## config.mk

```make
export PLATFORM = sky130hd
export DESIGN_NAME = rst_flush_ctrl
export DESIGN_NICKNAME = d
export VERILOG_FILES = /design/src/rtl/srfc_pkg.sv /design/src/rtl/flush_timer.sv /design/src/rtl/req_ack_fsm.sv /design/src/rtl/txf_decode.sv /design/src/rtl/rst_flush_ctrl.sv
export SDC_FILE = /design/constraint.sdc
export NUM_CORES = 1
export LEC_CHECK = 0
export ABC_AREA = 1
export BUFFER_PORTS_ARGS = -buffer_cell sky130_fd_sc_hd__buf_4
export CORE_ASPECT_RATIO = 1.75
export CORE_MARGIN = 10
export CORE_UTILIZATION = 35
export CTS_BUF_LIST = sky130_fd_sc_hd__clkbuf_8
export DETAILED_ROUTE_END_ITERATION = 6
export GPL_TIMING_DRIVEN = 0
export PLACE_DENSITY = 0.7
export SLEW_MARGIN = 5
export SYNTH_ARGS = -nofsm -noshare
export SYNTH_HDL_FRONTEND = slang
export SYNTH_SLANG_ARGS = --single-unit
```

## constraint.sdc

```tcl
create_clock -name clk -period 1.1 [get_ports clk]
set_input_delay 0 -clock clk [delete_from_list [all_inputs] [get_ports clk]]
set_output_delay 0 -clock clk [all_outputs]
set_load 0.005 [all_outputs]
```

## src/rtl/srfc_pkg.sv

```systemverilog
`timescale 1ns/1ps
package srfc_pkg;
    localparam int SEL_W    = 5;
    localparam int SEL_LSB  = 6;
    localparam logic [SEL_W-1:0] SEL_ALL = 5'h10;

    localparam int B_CORE   = 0;
    localparam int B_FS     = 1;
    localparam int B_FRM    = 2;
    localparam int B_RXF    = 4;
    localparam int B_TXF    = 5;
    localparam int B_DMA    = 30;
    localparam int B_IDLE   = 31;

    typedef enum logic [1:0] {
        FT_IDLE,
        FT_COUNT,
        FT_DONE
    } ft_state_e;

    typedef enum logic [1:0] {
        RA_IDLE,
        RA_WAIT,
        RA_ACTIVE,
        RA_CLEAR
    } ra_state_e;
endpackage

```

## src/rtl/flush_timer.sv

```systemverilog
`timescale 1ns/1ps
module flush_timer
    import srfc_pkg::*;
#(
    parameter int CYCLES = 8
) (
    input  logic clk,
    input  logic rst_n,
    input  logic start,
    output logic busy,
    output logic strobe,
    output logic done
);
    localparam int CNT_W = (CYCLES > 2) ? $clog2(CYCLES) : 1;
    localparam logic [CNT_W-1:0] LAST = CNT_W'(CYCLES - 1);

    ft_state_e        state, nxt;
    logic [CNT_W-1:0] cnt;

    always_ff @(posedge clk or negedge rst_n) begin
        if (!rst_n) state <= FT_IDLE;
        else        state <= nxt;
    end

    always_ff @(posedge clk or negedge rst_n) begin
        if (!rst_n)                 cnt <= '0;
        else if (state != FT_COUNT) cnt <= '0;
        else                        cnt <= cnt + 1'b1;
    end

    always_comb begin
        nxt = state;
        unique case (state)
            FT_IDLE:  if (start) nxt = FT_COUNT;
            FT_COUNT: if (cnt == LAST) nxt = FT_DONE;
            FT_DONE:  nxt = start ? FT_COUNT : FT_IDLE;
            default:  nxt = FT_IDLE;
        endcase
    end

    always_comb begin
        strobe = (state == FT_COUNT);
        busy   = (state == FT_COUNT);
        done   = (state == FT_DONE);
    end


    done_after_strobe_chk: assert property (@(posedge clk) disable iff (!rst_n)
        done |-> $past(strobe));

    strobe_needs_start_chk: assert property (@(posedge clk) disable iff (!rst_n)
        $rose(strobe) |-> $past(start));
endmodule

```

## src/rtl/req_ack_fsm.sv

```systemverilog
`timescale 1ns/1ps
module req_ack_fsm
    import srfc_pkg::*;
#(
    parameter bit GATE = 1'b0
) (
    input  logic clk,
    input  logic rst_n,
    input  logic start,
    input  logic idle_in,
    input  logic ack,
    output logic busy,
    output logic req
);
    ra_state_e state, nxt;

    always_ff @(posedge clk or negedge rst_n) begin
        if (!rst_n) state <= RA_IDLE;
        else        state <= nxt;
    end

    always_comb begin
        nxt = state;
        unique case (state)
            RA_IDLE, RA_CLEAR: begin
                if (start)            nxt = GATE ? RA_WAIT : RA_ACTIVE;
                else                  nxt = RA_IDLE;
            end
            RA_WAIT:   if (idle_in) nxt = RA_ACTIVE;
            RA_ACTIVE: if (ack)     nxt = RA_CLEAR;
            default:                nxt = RA_IDLE;
        endcase
    end

    always_comb begin
        busy = (state == RA_WAIT) || (state == RA_ACTIVE);
        req  = (state == RA_ACTIVE);
    end


    gate_idle_chk: assert property (@(posedge clk) disable iff (!rst_n)
        (GATE && $rose(req)) |-> $past(idle_in));

    hold_until_ack_chk: assert property (@(posedge clk) disable iff (!rst_n)
        (req && !ack) |=> req);
endmodule

```

## src/rtl/txf_decode.sv

```systemverilog
`timescale 1ns/1ps
module txf_decode
    import srfc_pkg::*;
#(
    parameter int NUM_TXF = 16
) (
    input  logic [SEL_W-1:0]   code,
    output logic [NUM_TXF-1:0] vec
);
    logic all_hit;
    assign all_hit = (code == SEL_ALL);

    for (genvar i = 0; i < NUM_TXF; i++) begin : g_bit
        assign vec[i] = all_hit || (code == SEL_W'(i));
    end
endmodule

```

## src/rtl/rst_flush_ctrl.sv

```systemverilog
`timescale 1ns/1ps
module rst_flush_ctrl
    import srfc_pkg::*;
#(
    parameter int NUM_TXF    = 16,
    parameter int TXF_CYCLES = 8,
    parameter int RXF_CYCLES = 8,
    parameter int FRM_CYCLES = 3
) (
    input  logic               clk,
    input  logic               rst_n,
    input  logic               reg_wr,
    input  logic [31:0]        reg_wdata,
    output logic [31:0]        reg_rdata,
    input  logic               mst_idle,
    input  logic               dma_busy,
    output logic               txf_flush,
    output logic [NUM_TXF-1:0] txf_sel,
    output logic               txf_done,
    output logic               rxf_flush,
    output logic               rxf_done,
    output logic               frm_rst,
    output logic               fs_rst,
    input  logic               fs_ack,
    output logic               core_rst,
    input  logic               core_ack
);
    logic [SEL_W-1:0]   sel_q;
    logic [NUM_TXF-1:0] sel_vec;
    logic tx_busy, tx_strobe, rx_busy, rx_strobe;
    logic frm_busy, frm_done, fs_busy, cr_busy;
    logic unused_wbits;

    assign unused_wbits = ^{reg_wdata[31:11], reg_wdata[3]};

    always_ff @(posedge clk or negedge rst_n) begin
        if (!rst_n)                sel_q <= '0;
        else if (reg_wr && !tx_busy) sel_q <= reg_wdata[SEL_LSB +: SEL_W];
    end

    flush_timer #(.CYCLES(TXF_CYCLES)) u_tx (
        .clk(clk), .rst_n(rst_n), .start(reg_wr && reg_wdata[B_TXF]),
        .busy(tx_busy), .strobe(tx_strobe), .done(txf_done));

    flush_timer #(.CYCLES(RXF_CYCLES)) u_rx (
        .clk(clk), .rst_n(rst_n), .start(reg_wr && reg_wdata[B_RXF]),
        .busy(rx_busy), .strobe(rx_strobe), .done(rxf_done));

    flush_timer #(.CYCLES(FRM_CYCLES)) u_frm (
        .clk(clk), .rst_n(rst_n), .start(reg_wr && reg_wdata[B_FRM]),
        .busy(frm_busy), .strobe(frm_rst), .done(frm_done));

    req_ack_fsm #(.GATE(1'b0)) u_fs (
        .clk(clk), .rst_n(rst_n), .start(reg_wr && reg_wdata[B_FS]),
        .idle_in(mst_idle), .ack(fs_ack), .busy(fs_busy), .req(fs_rst));

    req_ack_fsm #(.GATE(1'b1)) u_core (
        .clk(clk), .rst_n(rst_n), .start(reg_wr && reg_wdata[B_CORE]),
        .idle_in(mst_idle), .ack(core_ack), .busy(cr_busy), .req(core_rst));

    txf_decode #(.NUM_TXF(NUM_TXF)) u_dec (.code(sel_q), .vec(sel_vec));

    always_comb begin
        txf_flush = tx_strobe || core_rst;
        rxf_flush = rx_strobe || core_rst;
        if (core_rst)       txf_sel = '1;
        else if (tx_strobe) txf_sel = sel_vec;
        else                txf_sel = '0;
    end

    always_comb begin
        reg_rdata                     = '0;
        reg_rdata[B_IDLE]             = mst_idle;
        reg_rdata[B_DMA]              = dma_busy;
        reg_rdata[SEL_LSB +: SEL_W]   = sel_q;
        reg_rdata[B_TXF]              = tx_busy;
        reg_rdata[B_RXF]              = rx_busy;
        reg_rdata[B_FRM]              = frm_busy;
        reg_rdata[B_FS]               = fs_busy;
        reg_rdata[B_CORE]             = cr_busy;
    end


    sel_hold_chk: assert property (@(posedge clk) disable iff (!rst_n)
        (tx_busy && $past(tx_busy)) |-> $stable(sel_q));

    sel_single_chk: assert property (@(posedge clk) disable iff (!rst_n)
        (tx_strobe && !core_rst && (sel_q < SEL_W'(NUM_TXF))) |-> ($countones(txf_sel) == 1));

    frm_done_quiet_chk: assert property (@(posedge clk) disable iff (!rst_n)
        frm_done |-> !reg_rdata[B_FRM]);

    core_flush_all_chk: assert property (@(posedge clk) disable iff (!rst_n)
        core_rst |-> (txf_flush && rxf_flush && (&txf_sel)));
endmodule

```

# ---- After elaboration in Yosys (flattened, before gate mapping)
# Index checks and enable logic that the tools add are counted.
# Widths: inputs -> output; s select.
dict set report op_classes {
  n_addsub 3
  eq_ne 44
  mux 24
  n_reduce_logical 40
}
# cell count
set op_table {}
lappend op_table {{$eq 5x4->1 const B} 8}
lappend op_table {{$mux 16} 2}
lappend op_table {{$pmux 2 s3} 5}
lappend op_table {{$mux 2} 11}
lappend op_table {{$ne 2x1->1 const B} 11}
lappend op_table {{$eq 5x3->1 const B} 4}
lappend op_table {{$logic_or 1x1->1} 20}
lappend op_table {{$eq 2x2->1 const B} 8}
lappend op_table {{$eq 2x1->1 const B} 5}
lappend op_table {{$eq 5x2->1 const B} 2}
lappend op_table {{$logic_not 2->1} 5}
lappend op_table {{$reduce_and 2->1} 5}
lappend op_table {{$add 3x1->3 const B} 2}
lappend op_table {{$eq 3x3->1 const B} 2}
lappend op_table {{$logic_and 1x1->1} 6}
lappend op_table {{$mux 3} 2}
lappend op_table {{$eq 5x1->1 const B} 1}
lappend op_table {{$eq 5x5->1 const B} 1}
lappend op_table {{$logic_not 5->1} 1}
lappend op_table {{$mux 1} 4}
lappend op_table {{$ne 2x2->1 const B} 2}
lappend op_table {{$reduce_or 2->1} 2}
lappend op_table {{$add 2x1->2 const B} 1}
lappend op_table {{$logic_not 1->1} 1}
dict set report word_totals {
  ff_bits 23
  in_bits 39
  output_inout_bits 55
  word_cells 120
}

# ---- Longest topological paths before layout
# Gate-level depths: netlist (run 1).
dict set report depth {
  ltp_word 4
  ltp_mapped 7
  depth_no_buf 7
}

# ---- Modules after synthesis
# From an unflattened synthesis (run 1), not the netlist that was laid out.
dict set report unflattened {
  hier_cells 257
  area_unflattened_um2 1816.7
}
# module instances cells_per_inst area_per_inst_um2 seq_area_each_um2
set modules_own_cells {}
lappend modules_own_cells {rst_flush_ctrl 1 99 621.8 125.1}
lappend modules_own_cells {{flush_timer at u_rx ...} 2 23 217.7 125.1}
lappend modules_own_cells {txf_decode 1 50 267.8 0.0}
lappend modules_own_cells {{flush_timer at u_frm} 1 19 172.7 100.1}
lappend modules_own_cells {{req_ack_fsm at u_core} 1 22 161.4 50.0}
lappend modules_own_cells {{req_ack_fsm at u_fs} 1 21 157.7 50.0}

# ---- Worst setup path before layout (run 1)
# No wires, ideal clock.
dict set report synth_timing {
  path_kind {register to register}
  from {reg u_core.state[0]}
  to {reg u_core.state[0]}
  setup_time_ns 0.083
  t_arrival_ns 1.090
  required_ns 1.017
  setup_slack_ns -0.073
  path_stages_with_launch 7
  path_buffers 0
  synth_period_minus_slack_ns 1.173
  path_cell_list {dfrtp_1 inv_1 ha_1 clkinv_1 o21ai_0 nand2_1 o21ai_0}
}
dict set report synth_via {
  elab_chain_len 3
  elab_cells_between_ends 9
  classes_between {eq/ne: 5; mux: 1; reduce/logical: 3}
}
# element line_no
set synth_rtl {}
lappend synth_rtl {{from (decl)} req_ack_fsm.sv:15} ;# ra_state_e state, nxt;
lappend synth_rtl {{from (signal assigned)} req_ack_fsm.sv:19} ;# else state <= nxt;
lappend synth_rtl {{$eq 2x2->1 (*)} n/a}
lappend synth_rtl {{net core_rst} rst_flush_ctrl.sv:25} ;# output logic core_rst,
lappend synth_rtl {{$ne 2x1->1 (no line)} n/a}
lappend synth_rtl {{$reduce_and 2->1 (no line)} n/a}
# Mark *: on every way through the listed nets, which the timed path passes. The rest lies on a longest branch.
# A chain may end at the register's enable or synchronous reset.

# ---- Final worst setup path (run 1)
dict set report layout_timing {
  from {reg sel_q[1]}
  to {out txf_sel[9]}
}
dict set report layout_via {
  elab_chain_len 4
  elab_cells_between_ends 5
  classes_between {eq/ne: 2; mux: 2; reduce/logical: 1}
}
# element line_no
set layout_rtl {}
lappend layout_rtl {{from (decl)} rst_flush_ctrl.sv:28} ;# logic [SEL_W-1:0] sel_q;
lappend layout_rtl {{from (signal assigned)} rst_flush_ctrl.sv:38} ;# else if (reg_wr && !tx_busy) sel_q <= reg_wdata[SEL_LSB +: SEL_W];
lappend layout_rtl {{$eq 5x5->1 or $eq 5x4->1 (tied branches)} {txf_decode.sv:11, txf_decode.sv:14}}
lappend layout_rtl {{$logic_or 1x1->1 (*)} txf_decode.sv:14} ;# assign vec[i] = all_hit || (code == SEL_W'(i));
lappend layout_rtl {{$mux 16 (*)} rst_flush_ctrl.sv:67} ;# else if (tx_strobe) txf_sel = sel_vec;
lappend layout_rtl {{$mux 16 (*)} rst_flush_ctrl.sv:66} ;# if (core_rst) txf_sel = '1;
lappend layout_rtl {{to (decl)} rst_flush_ctrl.sv:18} ;# output logic [NUM_TXF-1:0] txf_sel,
# Mark *: on every way between the ends. The rest lies on a longest branch, timed or not.

==> impl_metrics.py, run 1 <==
metrics = {
    "clock_tree": {
        "cts_tree": "yes",
        "worstSkewPairLatency_ns": 0.25,
        "clock-sinks": 23,
        "numCtsBuffers": 3,
        "clockBufferDepth": 2,
        "clock_tree.root_cell": "clkbuf_8",
        "clkTransAtPathRegs_ns": 0.08,
        "htreeDepth": 1,
    },
    "flow_run": {
        "max_cap_violations": 0,
    },
    "drt": {
        "detail_route.wl_per_cell_um": 12.20,
        "post_drt_via_cell_ratio": 4.236,
        "first_iter_violations": 34,
        "drcViolationCount": 0,
        "routed_wirelength_mm": 4.442,
        "vias": 1542,
        "drtPass1Iterations": 4,
        "ant_nets": 0,
    },
    "final_layout": {
        "final-instance-count-excl-fill": 364,
        "postLayoutCellArea_um2": 2694,
        "area_growth_pct": 73.91,
        "drive_gt1_share_pct": 53.04,
        "layout.nets": 363,
        "antenna_cells": 0,
    },
    "grt": {
        "top_usage_layer": "met2",
        "grt_pass1_vias": 1557,
        "antenna_found_initial": 0,
        "grt_usage_pct": 10.46,
        "grt_remaining_overflow": 0,
        "use_met3_pct": 3.119,
        "use_met2_pct": 20.04,
        "grt_max_degree": 24,
        "grtUsageMet1_pct": 10.47,
        "grt_pass1_wl_mm": 6.810,
    },
    "yosys": {
        "syn_area_per_cell_um2": 7.483,
        "async_reset_ff_share_pct": 100.0,
        "synthDistinctLibCells": 19,
        "ys_top_cells_by_count": "46 x nand2_1, 30 x inv_1, 27 x buf_4",
        "netlist.top_cell.by_area": "dfrtp_1",
        "syn_area_um2": 1549,
        "yosys.cell_count.top_type": "nand2_1",
        "synth_area_leaders": "dfrtp_1 37%, buf_4 13%, nand2_1 11%, ha_1 8.1%, o21ai_0 7.4%",
        "ys.flop_type": "dfrtp_1",
        "synth-seq-area-share_pct": 37.16,
        "netlist_instances": 207,
        "yosys_register_bits": 23,
        "yosysWarnings": 0,
        "synth_edf_count": 0,
        "synth.top_cell.area_share_pct": 37.16,
    },
    "die": {
        "row_count": 32,
        "io_pins": 94,
        "die_width_um": 70.29,
        "die_h_um": 108.0,
        "core_area_um2": 4364,
        "dieArea_um2": 7592,
        "initial_utilization_pct": 35.49,
    },
    "worst_setup_path": {
        "startpoint": "sel_q[1]",
        "crit_end": "txf_sel[9]",
        "rrSetupSlack_ns": -0.15,
        "r2r-start": "u_core.state[0]",
        "critPathLaunchType": "flop",
        "crit_arrival_ns": 1.40,
        "worst_ep_required_time_ns": 1.10,
        "path_class": "reg -> out",
        "worstSetupEndpointType": "output pin",
        "reg2reg_depth": 9,
        "crit_path_max_fanout": 5,
        "reg2reg_to": "u_core.state[0]",
    },
    "sta": {
        "rsz0062_at_grt": "true",
        "hold_violations": 0,
        "skew_ns": 0.003944,
        "setup-violations-final": 25,
        "fin_tns_setup_ns": -5.362,
        "holdWs_ns": 0.002937,
        "finalWorstSetupSlack_ns": -0.3007,
        "period_share_pct": 127.3,
        "fmax_ghz": 0.7139,
        "period_needed_ns": 1.401,
        "finalMaxSlewViolations": 0,
    },
    "placed_design": {
        "hpwl_mm": 3.177,
        "placement.io_buffers": 50,
        "globalplace.congestion": 0.8158,
        "post_dp_cell_area_um2": 2061,
        "dp_cells": 327,
    },
    "power": {
        "power_density_nw_per_um2": 2901,
        "p_leak_nw": 1.449,
        "vdd_drop_max_uv": 1792,
    },
    "min_path": {
        "hp-class": "in -> reg",
        "worstHoldStart": "reg_wdata[7]",
    },
    "status": {
        "status": "finished with violations",
        "violations": "setup timing",
    },
}
flip-flops by register name, indices dropped and copies added (netlist names):
register	flops
sel_q	5
u_tx.state	2
u_tx.cnt	3
u_rx.cnt	3
u_frm.cnt	2
u_rx.state	2
u_fs.state	2
u_frm.state	2
u_core.state	2
power breakdown:
group	internal [mW]	total, mW	switching (mW)	leakage [nW]
logic	3.19	5.87	2.67	1.14
registers	1.20	1.45	0.251	0.278
clock network	0.248	0.494	0.246	0.0269
worst max-delay path, cell delays in order, from the launching register on:
cell     delay, ns
dfrtp_2       0.45
inv_1         0.10
nand2_1       0.13
o21ai_0       0.22
nand2_1       0.08
nand2_1       0.06
buf_4         0.10
logic make-up (layout without fill, tap and decap cells):
logic type	count (synthesis)	count (layout)	synth area share, %
adders and majority gates	10	10	8.078
buffers and inverters	62	149	22.70
AOI/OAI and AO/OA	30	30	9.693
and+or+nand+nor	81	81	22.13
DFF	23	23	37.16
other	1	20	0.2421
worst min path at each step:
stage / slack, ns / cells past startpoint / endpoint
after global placement: -0.09 / 1 / u_frm.cnt[0]
final: 0.003 / 3 / sel_q[1]
after floorplan: -0.30 / 0 / sel_q[0]
after global routing: 0.02 / 3 / sel_q[1]
after detailed placement: -0.09 / 1 / u_frm.cnt[1]
after CTS: 0.01 / 3 / sel_q[1]
what timing repair did:
item                                    CTS  global route
hold buffers                              8             0
setup buffers                            17             9
pin swaps                                 6            18
cloned                                    0             1
endpoints found under the setup margin   27            34
endpoints found under the hold margin    30             0
gates resized for setup                  33            71
layout by cell type (no fill, tap or decap), types with 2 or more instances in the layout:
| cell type | count |
|---|---|
| a21oi_1 | 5 |
| a21oi_2 | 2 |
| buf_4 | 81 |
| buf_6 | 21 |
| clkbuf_8 | 4 |
| conb_1 | 20 |
| dfrtp_1 | 22 |
| dlygate4sd3_1 | 8 |
| ha_1 | 6 |
| ha_4 | 3 |
| inv_1 | 24 |
| inv_2 | 7 |
| nand2_1 | 21 |
| nand2_2 | 24 |
| nand2_4 | 7 |
| nand3_1 | 4 |
| nor2_1 | 17 |
| nor2_2 | 3 |
| nor2_4 | 4 |
| o21ai_0 | 9 |
| o21ai_1 | 11 |
| o21ai_2 | 2 |
through the flow:
step | utilization, % | power, mW | setup WS (ns)
final | 61.73 | 7.815 | -0.3007
after global routing | 61.73 | 8.524 | -0.3939
after CTS | 55.05 | 6.648 | -0.2713
after detailed placement | 47.22 | 5.253 | -0.2883
after global placement | 47.22 | 5.162 | -0.2512
after floorplan | - | 3.514 | 0.0001723
per-layer routing:
layer	vias to the layer above	routed length, um	share of wire (%)
li1	798	-	-
met3	6	275	6.2
met5	-	0	0
met2	53	2446	55
met1	685	1633	37
met4	0	86	1.9
cell type report:
class,instances,area [um^2]
clock inverter,1,3.754
tap,51,63.81
timing repair buffer,84,743.2
multi-input combinational,141,889.6
inverter,32,135.1
fill,400,1670
buffer,29,240.2
clock buffer,3,41.29
sequential,23,576.8
No activity file was read; power rests on OpenSTA's default activity.
==> inputs of run 2 (changes only) <==
--- a/config.mk
+++ b/config.mk
@@ -7,13 +7,15 @@
 export LEC_CHECK = 0
 export ABC_AREA = 1
 export BUFFER_PORTS_ARGS = -buffer_cell sky130_fd_sc_hd__buf_4
+export CELL_PAD_IN_SITES_DETAIL_PLACEMENT = 1
+export CELL_PAD_IN_SITES_GLOBAL_PLACEMENT = 2
 export CORE_ASPECT_RATIO = 1.75
 export CORE_MARGIN = 10
-export CORE_UTILIZATION = 35
+export CORE_UTILIZATION = 24
 export CTS_BUF_LIST = sky130_fd_sc_hd__clkbuf_8
 export DETAILED_ROUTE_END_ITERATION = 6
 export GPL_TIMING_DRIVEN = 0
-export PLACE_DENSITY = 0.7
+export PLACE_DENSITY = 0.87
 export SLEW_MARGIN = 5
 export SYNTH_ARGS = -nofsm -noshare
 export SYNTH_HDL_FRONTEND = slang
==> constraint.sdc (replaced) <==
create_clock -name clk -period 1.8 [get_ports clk]
set_input_delay 0 -clock clk [delete_from_list [all_inputs] [get_ports clk]]
set_output_delay 0 -clock clk [all_outputs]
set_load 0.005 [all_outputs]
==> run 2 against run 1 <==
  * The run now ends clean
  * Critical path depth increased by 1
  * Cell count up 1.1%
  * Worst hold slack better by 0.038 ns
  * Clock power down 35%
  * First-iteration DRC count is 50% lower
  * Global-route usage down 1.6 points
  * Critical path type unchanged
  * Highest routed layer unchanged
==> impl_metrics.py, run 2 (synthesis results as in run 1) <==
metrics = {
    "placed_design": {
        "placement.io_buffers": 50,
        "globalplace.congestion": 0.8176,
        "hpwl_mm": 3.810,
        "dp_cells": 356,
    },
    "grt": {
        "grt_usage_pct": 8.841,
        "grt_max_degree": 24,
        "grt_remaining_overflow": 0,
        "antenna_found_initial": 0,
        "grt_pass1_vias": 1602,
        "grt_pass1_wl_mm": 7.348,
    },
    "clock_tree": {
        "worstSkewPairLatency_ns": 0.26,
        "clkTransAtPathRegs_ns": 0.08,
        "clock_tree.root_cell": "clkbuf_8",
        "cts_tree": "yes",
        "htreeDepth": 1,
        "clock-sinks": 23,
        "numCtsBuffers": 3,
        "clockBufferDepth": 2,
    },
    "worst_setup_path": {
        "path_class": "reg -> out",
        "crit_path_max_fanout": 10,
        "critPathLaunchType": "flop",
        "worst_ep_required_time_ns": 1.80,
        "worstSetupEndpointType": "output pin",
        "crit_arrival_ns": 1.47,
    },
    "final_layout": {
        "area_growth_pct": 43.94,
        "final_util_pct": 35.80,
        "drive_gt1_share_pct": 32.29,
        "largest_register_ffs": 5,
        "antenna_cells": 0,
        "final-instance-count-excl-fill": 368,
        "final_common_cell": "buf_4",
        "reg_top3": "sel_q: 5 flops, u_rx.cnt: 3 flops, u_tx.cnt: 3 flops",
        "regMostFlops": "sel_q",
        "mostFrequentLayoutCells": "77 x buf_4, 46 x nand2_1, 30 x inv_1",
        "layout.nets": 338,
    },
    "power": {
        "power_density_nw_per_um2": 1575,
        "vdd_drop_max_uv": 612.8,
        "p_leak_nw": 1.261,
        "finalPower_mw": 3.511,
    },
    "sta": {
        "skew_ns": 0.003254,
        "hold_violations": 0,
        "fmax_ghz": 0.6780,
        "period_share_pct": 81.94,
        "fin_tns_setup_ns": 0,
        "finalMaxSlewViolations": 0,
        "rsz0062_at_grt": "false",
        "setup-violations-final": 0,
        "period_needed_ns": 1.475,
    },
    "drt": {
        "first_iter_violations": 17,
        "ant_nets": 0,
        "routed_wirelength_mm": 4.406,
        "drtPass1Iterations": 3,
        "detail_route.wl_per_cell_um": 11.97,
        "drcViolationCount": 0,
        "post_drt_via_cell_ratio": 3.940,
        "vias": 1450,
    },
    "min_path": {
        "hp-class": "in -> reg",
    },
    "die": {
        "dieArea_um2": 10190,
        "row_count": 38,
        "initial_utilization_pct": 24.87,
        "io_pins": 94,
        "die_width_um": 80.73,
        "die_h_um": 126.3,
        "core_area_um2": 6228,
    },
    "flow_run": {
        "max_cap_violations": 0,
    },
    "status": {
        "status": "finished, final reports clean",
    },
}
[run 2: cell count changes in the layout (fill, tap and decap cells not counted), sizes merged]
cell         before  now
buf             103   79
clkbuf            5    3
clkinv            1    2
dlygate4sd3       8    9
inv              32   31
[run 2: final timing paths]
path / from / endpoint / slack [ns] / cells past startpoint
setup / recovery: sel_q[1] / txf_sel[8] / 0.33 / 7
hold / removal: reg_wr / u_tx.state[0] / 0.04 / 3
setup reg to reg: u_core.state[0] / u_core.state[0] / 0.44 / 6
hold reg to reg: u_frm.cnt[0] / u_frm.cnt[0] / 0.44 / 1
max in group asynchronous: rst_n / u_core.state[1] / 1.42 / 2
min in group asynchronous: rst_n / u_rx.cnt[1] / 0.15 / 2
[run 2: where the power goes]
group | total, mW | leakage, nW | internal, mW | switching (mW)
combinational | 2.31 | 0.957 | 1.14 | 1.17
sequential | 0.881 | 0.279 | 0.733 | 0.148
clock | 0.319 | 0.0255 | 0.155 | 0.164
total | 3.51 | 1.26 | 2.03 | 1.48
[run 2: critical path, cell delays in order (launching register included)]
cell     delay [ns]
dfrtp_1        0.42
nor2_1         0.18
nand3_2        0.13
nand2_4        0.11
buf_12         0.13
nand2_1        0.05
nand2_1        0.06
buf_4          0.12
[run 2: metal layers]
layer  vias to the layer above  track usage [%]  routed length, um
li1                        744                -                  -
met4                         0            2.456                 36
met1                       660            8.215               1433
met2                        42            17.04               2571
met3                         4            3.134                365
met5                         -                0                  0
[run 2: metrics by stage]
| stage | setup WS [ns] | cell area (um^2) | hold slack (ns) |
|---|---|---|---|
| after global placement | 0.2926 | 2096 | -0.08842 |
| after global routing | 0.1595 | 2230 | 0.06547 |
| after detailed placement | 0.2704 | 2096 | -0.08719 |
| after floorplan | 0.6271 | 1620 | -0.2956 |
| after CTS | 0.08198 | 2233 | 0.04424 |
| final | 0.3250 | 2230 | 0.04079 |
[run 2: layout make-up]
cell class	count	area, um^2
buffer	29	227.7
tap	80	100.1
clock buffer	3	41.29
timing repair buffer	59	465.4
clock inverter	1	5.005
inverter	32	121.4
fill	800	3999
sequential	23	575.6
multi-input combinational	141	693.2
[run 2: repair_timing]
item,CTS,global route
gates resized for setup,1,0
endpoints found under the hold margin,31,0
setup buffers,0,0
hold buffers,9,0
endpoints found under the setup margin,10,10
